File: src/rtl/ovl_pkg.sv
package ovl_pkg;

    localparam int DATA_W = 32;
    localparam int BE_W   = DATA_W / 8;
    localparam int CFG_W  = 24;

    // control word bit positions
    localparam int B_START = 0;
    localparam int B_STOP  = 1;
    localparam int B_FLUSH = 2;
    localparam int B_CFGD  = 8;
    localparam int B_FLAG  = 24;
    localparam int B_KEY   = 31;

    typedef struct packed {
        logic [19:0] base;
        logic [2:0]  size;
        logic        en;
    } blk_word_t;

    typedef struct packed {
        logic start;
        logic stop;
        logic flush;
        logic cfg_hit;
        logic cfg_val;
        logic flag_hit;
        logic flag_val;
    } ctl_cmd_t;

    function automatic logic [DATA_W-1:0] be_to_mask(input logic [BE_W-1:0] be);
        logic [DATA_W-1:0] m;
        for (int b = 0; b < BE_W; b++) m[b*8 +: 8] = {8{be[b]}};
        return m;
    endfunction

    function automatic ctl_cmd_t decode_ctl(input logic sel,
                                            input logic [DATA_W-1:0] d,
                                            input logic [DATA_W-1:0] m);
        ctl_cmd_t c;
        c.start    = sel & m[B_START] & d[B_START];
        c.stop     = sel & m[B_STOP]  & d[B_STOP];
        c.flush    = sel & m[B_FLUSH] & d[B_FLUSH];
        c.cfg_hit  = sel & m[B_CFGD];
        c.cfg_val  = d[B_CFGD];
        c.flag_hit = sel & m[B_KEY] & d[B_KEY] & m[B_FLAG];
        c.flag_val = d[B_FLAG];
        return c;
    endfunction

endpackage

File: src/rtl/ovl_blk_reg.sv
module ovl_blk_reg
    import ovl_pkg::*;
(
    input  logic             clk,
    input  logic             rst,
    input  logic             wr,
    input  logic [CFG_W-1:0] wdata,
    input  logic [CFG_W-1:0] wmask,
    input  logic             start_all,
    input  logic             stop_all,
    input  logic             shadow_bit,
    output blk_word_t        q
);
    always_ff @(posedge clk) begin
        if (rst) begin
            q <= '0;
        end else begin
            if (wr) q <= blk_word_t'((q & ~wmask) | (wdata & wmask));
            // global commands override a direct write; stop beats start
            if (stop_all)       q.en <= 1'b0;
            else if (start_all) q.en <= shadow_bit;
        end
    end
endmodule

File: src/rtl/ovl_ctl_reg.sv
module ovl_ctl_reg
    import ovl_pkg::*;
#(
    parameter int NUM_BLK = 16
) (
    input  logic               clk,
    input  logic               rst,
    input  logic               shd_wr,
    input  logic [NUM_BLK-1:0] shd_data,
    input  logic [NUM_BLK-1:0] shd_mask,
    input  ctl_cmd_t           cmd,
    input  logic               from_dbg,
    output logic [NUM_BLK-1:0] shadow_q,
    output logic               flush_req,
    output logic               cfg_done,
    output logic               ctl_flag
);
    always_ff @(posedge clk) begin
        if (rst) begin
            shadow_q  <= '0;
            flush_req <= 1'b0;
            cfg_done  <= 1'b0;
            ctl_flag  <= 1'b0;
        end else begin
            if (shd_wr) shadow_q <= (shadow_q & ~shd_mask) | (shd_data & shd_mask);
            flush_req <= cmd.flush;
            if (cmd.cfg_hit) begin
                if (from_dbg && cmd.cfg_val)        cfg_done <= 1'b1;
                else if (!from_dbg && !cmd.cfg_val) cfg_done <= 1'b0;
            end
            if (cmd.flag_hit) ctl_flag <= cmd.flag_val;
        end
    end
endmodule

File: src/rtl/ovl_enable_bank.sv
module ovl_enable_bank
    import ovl_pkg::*;
#(
    parameter int NUM_BLK = 16,
    parameter int ADDR_W  = $clog2(NUM_BLK + 2)
) (
    input  logic               clk,
    input  logic               rst,
    input  logic               wr_en,
    input  logic               wr_dbg,
    input  logic [ADDR_W-1:0]  addr,
    input  logic [31:0]        wdata,
    input  logic [3:0]         wbe,
    output logic [31:0]        rdata,
    output logic [NUM_BLK-1:0] blk_en,
    output logic               flush_req,
    output logic               cfg_done,
    output logic               ctl_flag
);
    localparam logic [ADDR_W-1:0] SHD_ADDR = ADDR_W'(NUM_BLK);
    localparam logic [ADDR_W-1:0] CTL_ADDR = ADDR_W'(NUM_BLK + 1);

    logic [DATA_W-1:0]  wmask;
    ctl_cmd_t           cmd;
    logic [NUM_BLK-1:0] shadow_q;
    blk_word_t          blk_q [NUM_BLK];
    logic               unused_wdata;

    assign wmask        = be_to_mask(wbe);
    assign cmd          = decode_ctl(wr_en && addr == CTL_ADDR, wdata, wmask);
    assign unused_wdata = ^wdata[30:25];

    for (genvar i = 0; i < NUM_BLK; i++) begin : g_blk
        ovl_blk_reg u_blk (
            .clk        (clk),
            .rst        (rst),
            .wr         (wr_en && addr == ADDR_W'(i)),
            .wdata      (wdata[CFG_W-1:0]),
            .wmask      (wmask[CFG_W-1:0]),
            .start_all  (cmd.start),
            .stop_all   (cmd.stop),
            .shadow_bit (shadow_q[i]),
            .q          (blk_q[i])
        );
        assign blk_en[i] = blk_q[i].en;
    end

    ovl_ctl_reg #(.NUM_BLK(NUM_BLK)) u_ctl (
        .clk       (clk),
        .rst       (rst),
        .shd_wr    (wr_en && addr == SHD_ADDR),
        .shd_data  (wdata[NUM_BLK-1:0]),
        .shd_mask  (wmask[NUM_BLK-1:0]),
        .cmd       (cmd),
        .from_dbg  (wr_dbg),
        .shadow_q  (shadow_q),
        .flush_req (flush_req),
        .cfg_done  (cfg_done),
        .ctl_flag  (ctl_flag)
    );

    always_comb begin
        rdata = '0;
        for (int i = 0; i < NUM_BLK; i++)
            if (addr == ADDR_W'(i)) rdata = {{(DATA_W-CFG_W){1'b0}}, blk_q[i]};
        if (addr == SHD_ADDR) rdata[NUM_BLK-1:0] = shadow_q;
        if (addr == CTL_ADDR) begin
            rdata[B_CFGD] = cfg_done;
            rdata[B_FLAG] = ctl_flag;
        end
    end
endmodule

File: config.mk
export PLATFORM = sky130hd
export DESIGN_NAME = ovl_enable_bank
export DESIGN_NICKNAME = d
export VERILOG_FILES = /design/src/rtl/ovl_pkg.sv /design/src/rtl/ovl_blk_reg.sv /design/src/rtl/ovl_ctl_reg.sv /design/src/rtl/ovl_enable_bank.sv
export SDC_FILE = /design/constraint.sdc
export NUM_CORES = 1
export LEC_CHECK = 0
export ABC_AREA = 0
export BUFFER_PORTS_ARGS = -buffer_cell sky130_fd_sc_hd__buf_4
export CAP_MARGIN = 10
export CORE_ASPECT_RATIO = 1.2
export CORE_MARGIN = 2
export CORE_UTILIZATION = 47
export CTS_CLUSTER_SIZE = 25
export DETAILED_ROUTE_END_ITERATION = 8
export PLACE_DENSITY = 0.61
export SLEW_MARGIN = 10
export SYNTH_ARGS = -nofsm -noshare
export SYNTH_HDL_FRONTEND = slang
export SYNTH_SLANG_ARGS = --single-unit
File: constraint.sdc
create_clock -name clk -period 3.9 [get_ports clk]
set_input_delay 0 -clock clk [delete_from_list [all_inputs] [get_ports clk]]
set_output_delay 0 -clock clk [all_outputs]
set_load 0.01 [all_outputs]
* Word-level counts from Yosys, hierarchy flattened *
Cells that the tools add are included.

word-level totals
  register bits = 403
  bits of input ports = 45
  output and inout bits = 51
  word-level logic and storage cells = 210

operators by class
  eq/ne operators = 17
  multiplexer cells = 53
  bitwise gates (word level) = 46
  reduce and logical (&&, ||, !) cells = 42

operators by type and width
  operator            number
  $mux 32             14
  $and 24x24->24      17
  $or 24x24->24       16
  $mux 24             2
  $eq 5x4->1 const B  8
  $mux 1              36
  $reduce_bool 2->1   17
  $and 16x16->16      2
  $not 24->24         1
  $eq 5x3->1 const B  4
  $logic_and 1x1->1   20
  $mux 16             1
  $not 16->16         1
  $or 16x16->16       1
  $eq 5x2->1 const B  2
  $eq 5x5->1 const B  2
  $and 1x1->1         8
  $eq 5x1->1 const B  1
  $logic_not 5->1     1
  $logic_not 1->1     2
  $reduce_and 2->1    1
  $reduce_or 2->1     1

* Depth between registers and ports, before layout *
Gate-level depths: netlist (run 1).

  depth in word-level cells = 19
  mapped depth = 10
  depth with buffers taken out = 6

* Hierarchy *
A second synthesis (run 1) with hierarchy kept.

unflattened totals
  cells, all modules = 2435
  area, all modules = 21818.4 µm²

modules (own cells, without submodules)
  module           times used  cells an instance  area each (µm²)  seq. area each (µm²)
  ovl_blk_reg      16          105                1029.7           480.5
  ovl_enable_bank  1           675                4466.8           0.0
  ovl_ctl_reg      1           80                 875.8            380.4

* Least setup slack after synthesis (run 1) *
No wires, ideal clock.

  path type = input-to-output
  start = input port addr[2]
  end = output port rdata[5]
  arrival time = 1.561 ns
  path slack = 2.339 ns
  stages = 10
  buffers on the path = 4
  cells stage by stage = buf_2 or2_2 buf_2 nor2_2 buf_4 buf_6 nand2_1 a32oi_1 nor4_1 nor3_1

on the way
  longest elaborated chain between the ends = 18

RTL lines
  what                   RTL line               text
  from (decl)            ovl_enable_bank.sv:11  input logic [ADDR_W-1:0] addr,
  $logic_not 5->1        ovl_enable_bank.sv:65  if (addr == ADDR_W'(i)) rdata = {{(DATA_W-CFG_W){1'b0}}, blk_q[i]};
  $mux 24 (2 in a row)   ovl_enable_bank.sv:65
  $mux 32 (14 in a row)  ovl_enable_bank.sv:65
  $mux 16 *              ovl_enable_bank.sv:66  if (addr == SHD_ADDR) rdata[NUM_BLK-1:0] = shadow_q;
  to (decl)              ovl_enable_bank.sv:14  output logic [31:0] rdata,

Mark *: on every way between the ends. The rest lies on a longest branch, timed or not.

* Worst setup path in the final report (run 1) *
  start = input port addr[1]
  end = output port rdata[17]

on the way
  longest elaborated chain between the ends = 17

RTL lines
  what                   RTL line
  $logic_not 5->1        ovl_enable_bank.sv:65
  $mux 24 (2 in a row)   ovl_enable_bank.sv:65
  $mux 32 (13 in a row)  ovl_enable_bank.sv:65
  $mux 32 *              ovl_enable_bank.sv:65

Marks and branches as above.

==> results of run 1 <==
[power by group through the flow]
| stage | Sequential (mW) | Clock (mW) | Combinational, mW |
|---|---|---|---|
| after floorplan | 4.23 | 0 | 0.397 |
| after global placement | 4.23 | 0 | 0.659 |
| after detailed placement | 4.24 | 0 | 0.661 |
| after CTS | 4.14 | 4.29 | 0.685 |
| after global routing | 4.14 | 4.46 | 0.733 |
| final | 4.14 | 4.26 | 0.707 |
[metrics by stage]
step,cell area [sq um],std cells
floorplan,18500,2545
finish,20800,3094
global placement,19100,2986
detailed placement,19100,2986
CTS,20800,3094
global route,20800,3094
[routing by layer]
metal | share of wire | vias up | track usage
li1 | - | 8701 | -
met1 | 0.39 | 8939 | 0.421
met2 | 0.47 | 956 | 0.553
met3 | 0.082 | 211 | 0.0546
met4 | 0.056 | 0 | 0.183
met5 | 0 | - | 0
[final cells by class]
cell class	count	area, sq um	area share
clock buffer	68	1360	0.0654
clock inverter	10	103	0.00492
inverter	8	30.0	0.00144
multi-input combinational	1926	9380	0.450
sequential	403	8070	0.387
tap	526	658	0.0316
timing repair buffer	153	1240	0.0597
[synth_stat cells, types with 26 or more instances]
cell type,number,share of area
a21oi_1,464,0.13
a211oi_1,26,0.011
clkbuf_1,119,0.024
nand3_1,61,0.017
o21ai_0,99,0.027
nor2_1,142,0.029
buf_4,34,0.014
dfxtp_1,403,0.44
a22oi_1,34,0.014
buf_2,43,0.012
o22ai_1,26,0.0088
nand2_1,821,0.17
[worst paths after layout]
check | start | to | slack [ns] | cells past startpoint
max | addr[1] | rdata[17] | 1.05 | 8
min | rst | flip-flop | -0.01 | 2
max reg2reg | u_ctl.cfg_done | u_ctl.cfg_done | 2.66 | 3
min reg2reg | flip-flop | flip-flop | 0.45 | 2
[worst max-delay path, cell delays in order]
cell      delay, ns
buf_4          0.46
nor2b_2        0.98
a21oi_1        0.15
o211ai_1       0.20
nand2_1        0.11
a222oi_1       0.53
o21ai_1        0.20
buf_4          0.19
[placed cells by master (no fill, tap or decap), types with 12 or more instances in the layout]
| master | netlist | layout |
|---|---|---|
| a21oi_1 | 464 | 464 |
| nor3_1 | 19 | 19 |
| buf_4 | 34 | 121 |
| a22oi_1 | 34 | 34 |
| clkbuf_8 | 0 | 15 |
| a211oi_1 | 26 | 26 |
| o211ai_1 | 12 | 12 |
| o21ai_0 | 99 | 99 |
| dlygate4sd3_1 | 0 | 30 |
| mux2i_1 | 23 | 23 |
| o22ai_1 | 26 | 26 |
| dfxtp_1 | 403 | 403 |
| clkbuf_16 | 0 | 45 |
| nor2_1 | 142 | 142 |
| nand2_1 | 821 | 821 |
| nand3_1 | 61 | 61 |
[cell families (layout without fill, tap and decap cells)]
group / after synthesis / in the layout / share of synthesized area
buffers and inverters: 216 / 239 / 0.0555
and+or+nand+nor: 1135 / 1135 / 0.254
AOI/OAI and AO/OA: 760 / 760 / 0.239
other: 1 / 7 / 0.000203
adders and majority gates: 1 / 1 / 0.000679
DFF: 403 / 403 / 0.438
muxes: 23 / 23 / 0.0125
==> results.sh, run 1 <==
export IMPL_crit_type="in2out"
export IMPL_drc=0
export IMPL_cts_tree="done"
export IMPL_antenna_found_initial=0
export IMPL_start_util=0.476
export IMPL_coreArea_sq_um=38700
export IMPL_powerDensity_nw_per_um2=437
export IMPL_yosys_warnings=0
export IMPL_fillCellCount=3843
export IMPL_via_count=18807
export IMPL_slew_violations=0
export IMPL_cts_setup_buffers=0
export IMPL_p_switching_mw=2.27
export IMPL_rsz0062_at_grt="false"
export IMPL_die_area_sq_um=40800
export IMPL_antenna_cells=0
export IMPL_numCtsBuffers=43
export IMPL_clkLatencyLatePin_ns=0.56
export IMPL_cp_end_kind="output port"
export IMPL_synth_area_sq_um=18400
export IMPL_grt_ovfl_total=0
export IMPL_place_hpwl_microns=47600
export IMPL_routed_via_density=6.08
export IMPL_status="finished, violations left"
export IMPL_grt_pass1_wl_microns=106000
export IMPL_clkSinkCount=403
export IMPL_port_buffers=82
export IMPL_critPathArrivalTime_ns=2.85
export IMPL_max_freq_mhz=350
export IMPL_skew_ns=0.00726
export IMPL_clk_path_buf_depth=3
export IMPL_ioPinCount=96
export IMPL_die_w_microns=185
export IMPL_hold_violations=6
export IMPL_async_flop_share=0
export IMPL_yosysSeqAreaShare=0.438
export IMPL_syn2layout_area_growth_pct=13.1
export IMPL_violations="negative hold slack"
export IMPL_wl_microns=70500
export IMPL_clk_transition_reported_paths_ns=0.06
export IMPL_dr_pass1_iters=7
export IMPL_setup_worst_path_start_class="primary input"
export IMPL_hold_worst_slack_ns=-0.0126
export IMPL_rows=79
export IMPL_fin_crit_ns=2.85
export IMPL_postSynthCellCount=2539
export IMPL_p_clk_frac=0.468
export IMPL_ys_types=77
export IMPL_drtAntennaViolNets=0
export IMPL_fin_util=0.538
export IMPL_slew_headroom=0.275
export IMPL_critPathMaxFanout=44
export IMPL_drive_gt1_frac=0.0907
export IMPL_cts_root_buf="clkbuf_16"
export IMPL_routedWlPerCell_microns=22.8
export IMPL_grt_max_degree=141
export IMPL_track_usage=0.337
export IMPL_nNetsFinal=2581
export IMPL_pre_cts_slack_ns=1.18
export IMPL_grt_pass1_vias=17561
export IMPL_syn_avg_cell_area_sq_um=7.26
export IMPL_fin_crit_sh=0.732
export IMPL_p_comb_frac=0.078
export IMPL_seqPwrFrac=0.455
export IMPL_required_ns=3.90
export IMPL_cts_hold_buf=30
export IMPL_yosys_most_used_dff="dfxtp_1"
export IMPL_timing_max_cap_violations=0
export IMPL_cts_resized_gates=0
export IMPL_drt_initial_drc_count=2262
export IMPL_tns_ns=0
export IMPL_synth_seq_cells=403
export IMPL_peakVddDrop_uv=313
export IMPL_place_congestion=0.912
export IMPL_intPower_mw=6.84
export IMPL_setup_ws_ns=1.05
export IMPL_h_tree_depth=2
export IMPL_synth_edff_count=0
export IMPL_die_h_microns=221
export IMPL_finalSetupViolations=0
export IMPL_total_power_mw=9.11
export IMPL_switching_share=0.249
export IMPL_worst_pin_slew_ns=1.08
export IMPL_leakagePower_nw=6.99
export IMPL_worstHoldPathType="in2reg"
(Power assumes the default switching activity.)
==> run 2, diff against run 1 <==
clock period = 2.7 ns   (was 3.9 ns; I/O delays follow)
==> run 2 against run 1 <==
Against the previous run: the flow now finishes without violations; worst hold slack gained 0.28 ns; setup slack lost 0.78 ns; sequential share of layout area shrank 0.70 points; register-to-register slack lost 1.2 ns; flip-flop and latch count is the same; utilization grew 0.99 points; clock power grew 42%; die area is the same; first-iteration DRC count shrank 5.5%; design area grew 1.8%; wire length grew 0.55%; via count grew 0.61%; largest power group unchanged; highest routed layer unchanged.
==> results.sh, run 2 (synthesis gave the netlist of run 1 again) <==
export IMPL_status="finished clean"
export IMPL_hold_violations=0
export IMPL_wl_microns=70900
export IMPL_max_freq_mhz=410
export IMPL_nNetsFinal=2634
export IMPL_worst_pin_slew_ns=0.800
export IMPL_place_congestion=0.912
export IMPL_setup_worst_path_start_class="flip-flop"
export IMPL_fillCellCount=3823
export IMPL_rr_worst_depth=3
export IMPL_drt_initial_drc_count=2137
export IMPL_die_w_microns=185
export IMPL_critPathCapture="rdata[15]"
export IMPL_rrSetupSlack_ns=1.47
export IMPL_timing_max_cap_violations=0
export IMPL_coreArea_sq_um=38700
export IMPL_grt_max_degree=121
export IMPL_rows=79
export IMPL_dpl_cell_area_sq_um=19500
export IMPL_slew_headroom=0.465
export IMPL_cts_setup_buffers=0
export IMPL_clkLatencyLatePin_ns=0.55
export IMPL_drc=0
export IMPL_worstHoldPathType="in2reg"
export IMPL_hold_path_depth=5
export IMPL_port_buffers=82
export IMPL_place_hpwl_microns=49100
export IMPL_tns_ns=0
export IMPL_ioPinCount=96
export IMPL_drive_gt1_frac=0.108
export IMPL_h_tree_depth=2
export IMPL_final_common_cell="nand2_1"
export IMPL_grt_pass1_vias=18074
export IMPL_leakagePower_nw=7.22
export IMPL_powerDensity_nw_per_um2=618
export IMPL_cts_root_buf="clkbuf_16"
export IMPL_slew_violations=0
export IMPL_fin_crit_sh=0.903
export IMPL_critPathMaxFanout=2
export IMPL_mostFrequentLayoutCells="821 x nand2_1, 464 x a21oi_1, 403 x dfxtp_1"
export IMPL_grt_pass1_wl_microns=108000
export IMPL_via_count=18922
export IMPL_antenna_found_initial=0
export IMPL_critPathArrivalTime_ns=2.44
export IMPL_final_area_sq_um=21200
export IMPL_antenna_cells=0
export IMPL_clkSinkCount=403
export IMPL_track_usage=0.343
export IMPL_drtAntennaViolNets=0
export IMPL_fin_crit_ns=2.44
export IMPL_r2r_end="u_ctl.cfg_done"
export IMPL_finalSetupViolations=0
export IMPL_crit_type="reg2out"
export IMPL_routedWlPerCell_microns=22.5
export IMPL_grt_ovfl_total=0
export IMPL_syn2layout_area_growth_pct=15.2
export IMPL_peakVddDrop_uv=473
export IMPL_start_util=0.476
export IMPL_clk_transition_reported_paths_ns=0.06
export IMPL_rsz0062_at_grt="false"
export IMPL_required_ns=2.70
export IMPL_fin_util=0.548
export IMPL_routed_via_density=6.01
export IMPL_clk_path_buf_depth=3
export IMPL_die_h_microns=221
export IMPL_timing_rr_start="u_ctl.cfg_done"
export IMPL_cp_end_kind="output port"
export IMPL_numCtsBuffers=43
export IMPL_dr_pass1_iters=5
export IMPL_cts_tree="done"
export IMPL_skew_ns=0.00349
export IMPL_die_area_sq_um=40800
export IMPL_total_power_mw=13.1
-- run 2: layer usage --
| layer | global-route usage | up-vias | part of all wire |
|---|---|---|---|
| met4 | 0.195 | 0 | 0.061 |
| li1 | - | 8796 | - |
| met5 | 0 | - | 0 |
| met3 | 0.0500 | 236 | 0.080 |
| met2 | 0.549 | 957 | 0.46 |
| met1 | 0.439 | 8933 | 0.40 |
-- run 2: worst min path at each step --
stage,from,to,slack (ns)
floorplan,wdata[0],flip-flop,0.14
global route,addr[3],flip-flop,0.29
global placement,wdata[24],u_ctl.ctl_flag,0.24
detailed placement,wdata[24],u_ctl.ctl_flag,0.24
finish,addr[3],flip-flop,0.27
CTS,addr[3],flip-flop,0.23
-- run 2: cell type report --
class                      instances  area (sq um)  share of cell area
tap                              526           658              0.0310
multi-input combinational       1926          9370               0.441
clock buffer                      69          1370              0.0644
inverter                           8          30.0             0.00141
timing repair buffer             206          1660              0.0782
clock inverter                     9          77.6             0.00365
sequential                       403          8070               0.380
-- run 2: per-stage QoR --
stage	instances	hold slack (ns)	setup WS, ns
after detailed placement	3037	0.240	0.345
after CTS	3147	0.227	0.274
after global routing	3147	0.294	0.260
after global placement	3037	0.240	0.334
after floorplan	2545	0.136	1.14
final	3147	0.272	0.261
-- run 2: critical path: stages (launching register included) --
cell and delay [ns]:
dfxtp_1 0.31, o21ai_0 0.17, a21oi_1 0.10, a221o_1 0.29, a211oi_1 0.62, o21ai_0 0.20
buf_4 0.19
-- run 2: power breakdown --
part	switching, mW	leakage (nW)	total (mW)	internal (mW)
logic	0.762	3.27	1.06	0.299
registers	0.0157	3.25	5.99	5.97
clock network	2.52	0.707	6.07	3.55
-- run 2: repair_timing --
item	CTS	global route
endpoints found under the setup margin	0	0
hold endpoints to repair	387	0
gates resized for setup	0	0
hold buffers	32	0
